==> src/rtl/lsu_pkg.sv <==
`timescale 1ns/1ps
package lsu_pkg;
  typedef enum logic [1:0] {
    LSU_LW = 2'b00,
    LSU_SW = 2'b01,
    LSU_LB = 2'b10,
    LSU_SB = 2'b11
  } lsu_op_e;

  function automatic logic op_is_word(lsu_op_e op);
    return (op == LSU_LW) || (op == LSU_SW);
  endfunction

  function automatic logic op_is_load(lsu_op_e op);
    return (op == LSU_LW) || (op == LSU_LB);
  endfunction
endpackage

==> src/rtl/lsu_agen.sv <==
`timescale 1ns/1ps
module lsu_agen #(
  parameter int ADDR_W = 32,
  parameter int OFF_W  = 16,
  parameter int NB     = 4,
  localparam int LANE_W = $clog2(NB)
) (
  input  logic [ADDR_W-1:0]        base_i,
  input  logic [OFF_W-1:0]         offset_i,
  input  logic                     big_endian_i,
  output logic [ADDR_W-LANE_W-1:0] word_addr_o,
  output logic [LANE_W-1:0]        byte_off_o,
  output logic [LANE_W-1:0]        lane_o
);
  logic [ADDR_W-1:0] off_ext;
  logic [ADDR_W-1:0] ea;

  assign off_ext     = {{(ADDR_W-OFF_W){offset_i[OFF_W-1]}}, offset_i};
  assign ea          = base_i + off_ext;
  assign word_addr_o = ea[ADDR_W-1:LANE_W];
  assign byte_off_o  = ea[LANE_W-1:0];

  // big-endian numbers bytes from the most significant lane down
  assign lane_o = big_endian_i ? (LANE_W'(NB-1) - byte_off_o) : byte_off_o;
endmodule

==> src/rtl/lsu_store_fmt.sv <==
`timescale 1ns/1ps
module lsu_store_fmt
  import lsu_pkg::*;
#(
  parameter int NB = 4,
  localparam int LANE_W = $clog2(NB),
  localparam int DATA_W = 8*NB
) (
  input  logic              req_i,
  input  lsu_op_e           op_i,
  input  logic [LANE_W-1:0] lane_i,
  input  logic              misalign_i,
  input  logic [DATA_W-1:0] st_data_i,
  output logic              we_o,
  output logic [NB-1:0]     be_o,
  output logic [DATA_W-1:0] wdata_o
);
  logic          wr_en;
  logic          word_op;
  logic [NB-1:0] be_raw;

  assign word_op = op_is_word(op_i);
  assign wr_en   = req_i && !op_is_load(op_i) && !misalign_i;
  assign we_o    = wr_en;
  assign be_o    = wr_en ? be_raw : '0;

  for (genvar g = 0; g < NB; g++) begin : g_lane
    logic hit;
    assign hit       = (lane_i == LANE_W'(g));
    assign be_raw[g] = word_op || hit;
    assign wdata_o[8*g +: 8] = word_op ? st_data_i[8*g +: 8]
                             : (hit ? st_data_i[7:0] : 8'h00);
  end
endmodule

==> src/rtl/lsu_load_fmt.sv <==
`timescale 1ns/1ps
module lsu_load_fmt
  import lsu_pkg::*;
#(
  parameter int NB = 4,
  localparam int LANE_W = $clog2(NB),
  localparam int DATA_W = 8*NB
) (
  input  lsu_op_e           op_i,
  input  logic [LANE_W-1:0] lane_i,
  input  logic [DATA_W-1:0] rdata_i,
  output logic [DATA_W-1:0] result_o
);
  logic [7:0] bytes [NB];
  logic [7:0] sel;

  for (genvar g = 0; g < NB; g++) begin : g_split
    assign bytes[g] = rdata_i[8*g +: 8];
  end

  assign sel = bytes[lane_i];

  always_comb begin
    if (op_is_word(op_i)) result_o = rdata_i;
    else                  result_o = {{(DATA_W-8){sel[7]}}, sel};
  end
endmodule

==> src/rtl/lsu_byte_unit.sv <==
`timescale 1ns/1ps
module lsu_byte_unit
  import lsu_pkg::*;
#(
  parameter int ADDR_W = 32,
  parameter int OFF_W  = 16,
  parameter int DATA_W = 32,
  localparam int NB     = DATA_W/8,
  localparam int LANE_W = $clog2(NB),
  localparam int WA_W   = ADDR_W - LANE_W
) (
  input  logic              clk_i,
  input  logic              rst_ni,
  input  logic              req_i,
  input  logic [1:0]        op_i,
  input  logic              big_endian_i,
  input  logic [ADDR_W-1:0] base_i,
  input  logic [OFF_W-1:0]  offset_i,
  input  logic [DATA_W-1:0] st_data_i,
  output logic [WA_W-1:0]   mem_addr_o,
  output logic              mem_we_o,
  output logic [NB-1:0]     mem_be_o,
  output logic [DATA_W-1:0] mem_wdata_o,
  input  logic [DATA_W-1:0] mem_rdata_i,
  output logic              ld_valid_o,
  output logic [DATA_W-1:0] ld_data_o,
  output logic              misalign_o
);
  lsu_op_e           op;
  logic [LANE_W-1:0] byte_off;
  logic [LANE_W-1:0] lane;
  logic [DATA_W-1:0] ld_fmt;
  logic              ld_take;

  assign op = lsu_op_e'(op_i);

  lsu_agen #(.ADDR_W(ADDR_W), .OFF_W(OFF_W), .NB(NB)) u_agen (
    .base_i      (base_i),
    .offset_i    (offset_i),
    .big_endian_i(big_endian_i),
    .word_addr_o (mem_addr_o),
    .byte_off_o  (byte_off),
    .lane_o      (lane)
  );

  assign misalign_o = req_i && op_is_word(op) && (byte_off != '0);

  lsu_store_fmt #(.NB(NB)) u_st (
    .req_i     (req_i),
    .op_i      (op),
    .lane_i    (lane),
    .misalign_i(misalign_o),
    .st_data_i (st_data_i),
    .we_o      (mem_we_o),
    .be_o      (mem_be_o),
    .wdata_o   (mem_wdata_o)
  );

  lsu_load_fmt #(.NB(NB)) u_ld (
    .op_i    (op),
    .lane_i  (lane),
    .rdata_i (mem_rdata_i),
    .result_o(ld_fmt)
  );

  assign ld_take = req_i && op_is_load(op) && !misalign_o;

  always_ff @(posedge clk_i or negedge rst_ni) begin
    if (!rst_ni) begin
      ld_valid_o <= 1'b0;
      ld_data_o  <= '0;
    end else begin
      ld_valid_o <= ld_take;
      if (ld_take) ld_data_o <= ld_fmt;
    end
  end
endmodule

==> config.mk <==
export PLATFORM = sky130hd
export DESIGN_NAME = lsu_byte_unit
export DESIGN_NICKNAME = d
export VERILOG_FILES = /design/src/rtl/lsu_pkg.sv /design/src/rtl/lsu_agen.sv /design/src/rtl/lsu_store_fmt.sv /design/src/rtl/lsu_load_fmt.sv /design/src/rtl/lsu_byte_unit.sv
export SDC_FILE = /design/constraint.sdc
export NUM_CORES = 1
export LEC_CHECK = 0
export BUFFER_PORTS_ARGS = -buffer_cell sky130_fd_sc_hd__buf_4
export CORE_MARGIN = 5
export CORE_UTILIZATION = 25
export CTS_CLUSTER_DIAMETER = 150
export DETAILED_ROUTE_END_ITERATION = 10
export PLACE_DENSITY = 0.56
export SETUP_SLACK_MARGIN = 0.02
export SLEW_MARGIN = 0
export SYNTH_ARGS = -nofsm -noshare
export SYNTH_HDL_FRONTEND = slang
export SYNTH_SLANG_ARGS = --single-unit
==> constraint.sdc <==
create_clock -name clk_i -period 3.3 [get_ports clk_i]
set_input_delay 0.495 -clock clk_i [delete_from_list [all_inputs] [get_ports clk_i]]
set_output_delay 0.495 -clock clk_i [all_outputs]
set_load 0.02 [all_outputs]
==> summary.txt <==
Timing
  – Endpoints failing setup: 0
  – Minimum clock period: 3.21 ns
  – Hold_ws: 0.163 ns
  – Maximum clock frequency: 311 MHz
  – Max transition margin: 25.6%
  – Final Cycle Share: 97.4%
  – Clock Skew: 0 ns
  – Setup TNS Final: 0 ns
  – Final hold vios: 0
  – RSZ-0062 raised after global routing: true
  – Final Slew Violations: 0
  – Setup ws final: 0.0862 ns
  – Worst-Margin Slew: 1.12 ns

Detailed routing
  – Routed Antenna Nets: 0
  – Avg WL per Cell: 16.1 microns
  – Post-Route WL: 14.6 mm
  – Drt pass-1 iters: 4
  – Drc violations: 0
  – Initial DRC Count: 178
  – Vias/cell: 5.04
  – Vias: 4587

Run status
  – Status: complete, no violations

Hold path
  – Hold crit path type: input pin to asynchronous set/reset pin

Floorplanning
  – Die X: 134 microns
  – Die H: 134 microns
  – Die ar.: 18000 sq um
  – Core box area: 15100 sq um
  – Cell Rows: 45
  – I/O pin count: 219
  – Starting Density: 25.4%

Finish
  – Post-layout net count: 871
  – Commonest non-fill, non-tap cells in the layout: buf_4, a21oi_1, nor2_1, nand2_1, dfrtp_1
  – Syn-to-layout area delta: 54.7%
  – Final cell count without fillers: 910
  – Antenna Cells: 0
  – Layout cells sized above 1: 38.0%
  – Most common cell after layout, fill and taps aside: buf_4

Clocking
  – Clk slew on worst S/H paths: 0.05 ns
  – Clk Latency, worst-skew pair: 0.27 ns
  – Clock buffer count from CTS: 5
  – CTS tree: done
  – Clock root buffer: clkbuf_16
  – Clk buf depth: 2
  – H-tree depth: 2
  – Clock Sinks: 33
  – Hold Buf Count CTS: 0

GRT
  – Total track usage: 15.3%
  – Initial antenna violation count: 0
  – Total grt overflow: 0
  – Global-route wire length before repair: 23.1 mm
  – Vias in the first global route: 4550
  – Largest net degree at the start of global routing: 66
  – GR Util met2: 27.9%
  – GRT met3 Usage: 3.11%
  – GR Layer Usage met1: 19.5%
  – Gr busiest metal: met2

Critical path
  – Crit path kind: input pin to primary output
  – CP endpoint kind: primary output
  – Crit start category: input pin
  – Crit path max fanout: 3
  – Arrival @ worst endpoint: 2.72 ns
  – Required @ worst endpoint: 2.80 ns

Yosys
  – Syn Std Cell Area: 3850 sq um
  – Syn nets: 658
  – Post-synthesis sequential area ratio: 21.5%
  – Synth Instances: 508
  – Main synth FF type: dfrtp_1
  – Ys Warns: 0
  – Post-synth cell types: 59
  – #FFs+latches synth: 33
  – Avg Cell Area, Syn: 7.57 sq um
  – Post-synth EDFFs: 0
  – Async set-reset flop share out of synthesis: 100%

Placed design
  – Placer Congestion: 0.847
  – PortBufs: 218
  – Placed Cells: 899
  – Hpwl dp: 12.1 mm
  – Place WS: -0.0630 ns

Pwr
  – Power Total: 2.48 mW
  – Worst vdd ir: 0.184 mV
  – Pwr Density: 417 nW/um^2
  – Leak: 2.84 nW

Flow run
  – Maxcap violations: 0
per-layer routing:
layer,up-vias,part of all wire [%]
met5,-,0
met4,0,0.23
met3,4,7.3
met2,165,50
met1,2128,43
li1,2290,-
synth_stat cells (2+ instances only):
| cell type | number | area (sq um) |
|---|---|---|
| a211o_1 | 3 | 26.3 |
| a211oi_1 | 2 | 15.0 |
| a21o_1 | 13 | 97.6 |
| a21oi_1 | 107 | 536 |
| a21oi_2 | 5 | 43.8 |
| a31oi_1 | 2 | 12.5 |
| and2_1 | 10 | 62.6 |
| and3_1 | 3 | 18.8 |
| and3_2 | 2 | 15.0 |
| buf_2 | 5 | 25.0 |
| clkbuf_1 | 22 | 82.6 |
| dfrtp_1 | 33 | 826 |
| ha_1 | 31 | 388 |
| inv_1 | 13 | 48.8 |
| mux2i_1 | 15 | 150 |
| mux4_2 | 2 | 45.0 |
| nand2_1 | 43 | 161 |
| nand3_1 | 5 | 25.0 |
| nand4_1 | 6 | 37.5 |
| nor2_1 | 60 | 225 |
| nor2b_1 | 2 | 12.5 |
| nor3_1 | 7 | 35.0 |
| nor3b_1 | 3 | 22.5 |
| o211ai_1 | 2 | 15.0 |
| o21a_1 | 5 | 37.5 |
| o21ai_0 | 13 | 65.1 |
| o21ai_1 | 3 | 15.0 |
| o21bai_1 | 3 | 22.5 |
| o22ai_1 | 8 | 50.1 |
| o2bb2ai_1 | 24 | 210 |
| or3_1 | 2 | 12.5 |
| xnor2_1 | 19 | 166 |
| xor2_1 | 9 | 78.8 |
through the flow:
step | instance area, sq um | utilization, %
floorplan | 3850 | -
CTS | 5880 | 38.9
finish | 5950 | 39.3
detailed placement | 5730 | 37.8
global placement | 5730 | 37.8
global route | 5950 | 39.3
cell families (layout without fill, tap and decap cells):
group	after synthesis	count (layout)	share of synthesized area [%]
xor gates and xnor gates	28	28	6.37
AOI/OAI and AO/OA	205	205	34.0
adders and majority gates	32	32	10.6
and+or+nand+nor	150	150	18.0
DFF	33	33	21.5
muxes	17	17	5.07
buffers and inverters	43	257	4.49
cell type report:
cell class	count	area, sq um
clock buffer	6	129
clock inverter	2	10.0
fill	1578	9190
inverter	13	48.8
multi-input combinational	432	2910
sequential	33	826
tap	188	235
timing repair buffer	236	1790
flip-flops by register name, summed over array words and instances, names as in the netlist:
register    cells
ld_valid_o      1
ld_data_o      32
where the power goes:
part / internal (mW) / leakage [nW] / switching, mW / total (mW)
clock: 0.276 / 0.0706 / 0.160 / 0.437
combinational: 0.658 / 2.40 / 0.831 / 1.49
sequential: 0.500 / 0.371 / 0.0586 / 0.558
worst max-delay path, stage by stage:
cell and delay, ns:
buf_6 0.10, ha_4 0.16, inv_2 0.06, fa_2 0.22, nor2b_4 0.05, o2111ai_2 0.22
a21oi_2 0.11, o41ai_4 0.37, a21oi_2 0.14, buf_4 0.16, a311oi_2 0.25, xnor2_1 0.19
buf_4 0.19
final timing paths:
path / from / endpoint / slack (ns) / depth (start not counted)
max: offset_i[0] / mem_addr_o[24] / 0.09 / 13
min: rst_ni / ld_data_o[1] / 0.16 / 1
max reg2reg: ld_data_o[19] / ld_data_o[19] / 2.61 / 2
min reg2reg: ld_data_o[11] / ld_data_o[11] / 0.53 / 2
max in group asynchronous: rst_ni / ld_data_o[17] / 2.81 / 1
min in group clk_i: mem_rdata_i[6] / ld_data_o[6] / 0.52 / 3
repair_timing:
item	in CTS	in global routing
pin swaps	2	10
hold endpoints to repair	0	0
setup endpoints to repair	3	16
gates resized for setup	1	13
buffers inserted	1	2
No activity file was read; power rests on OpenSTA's default activity.
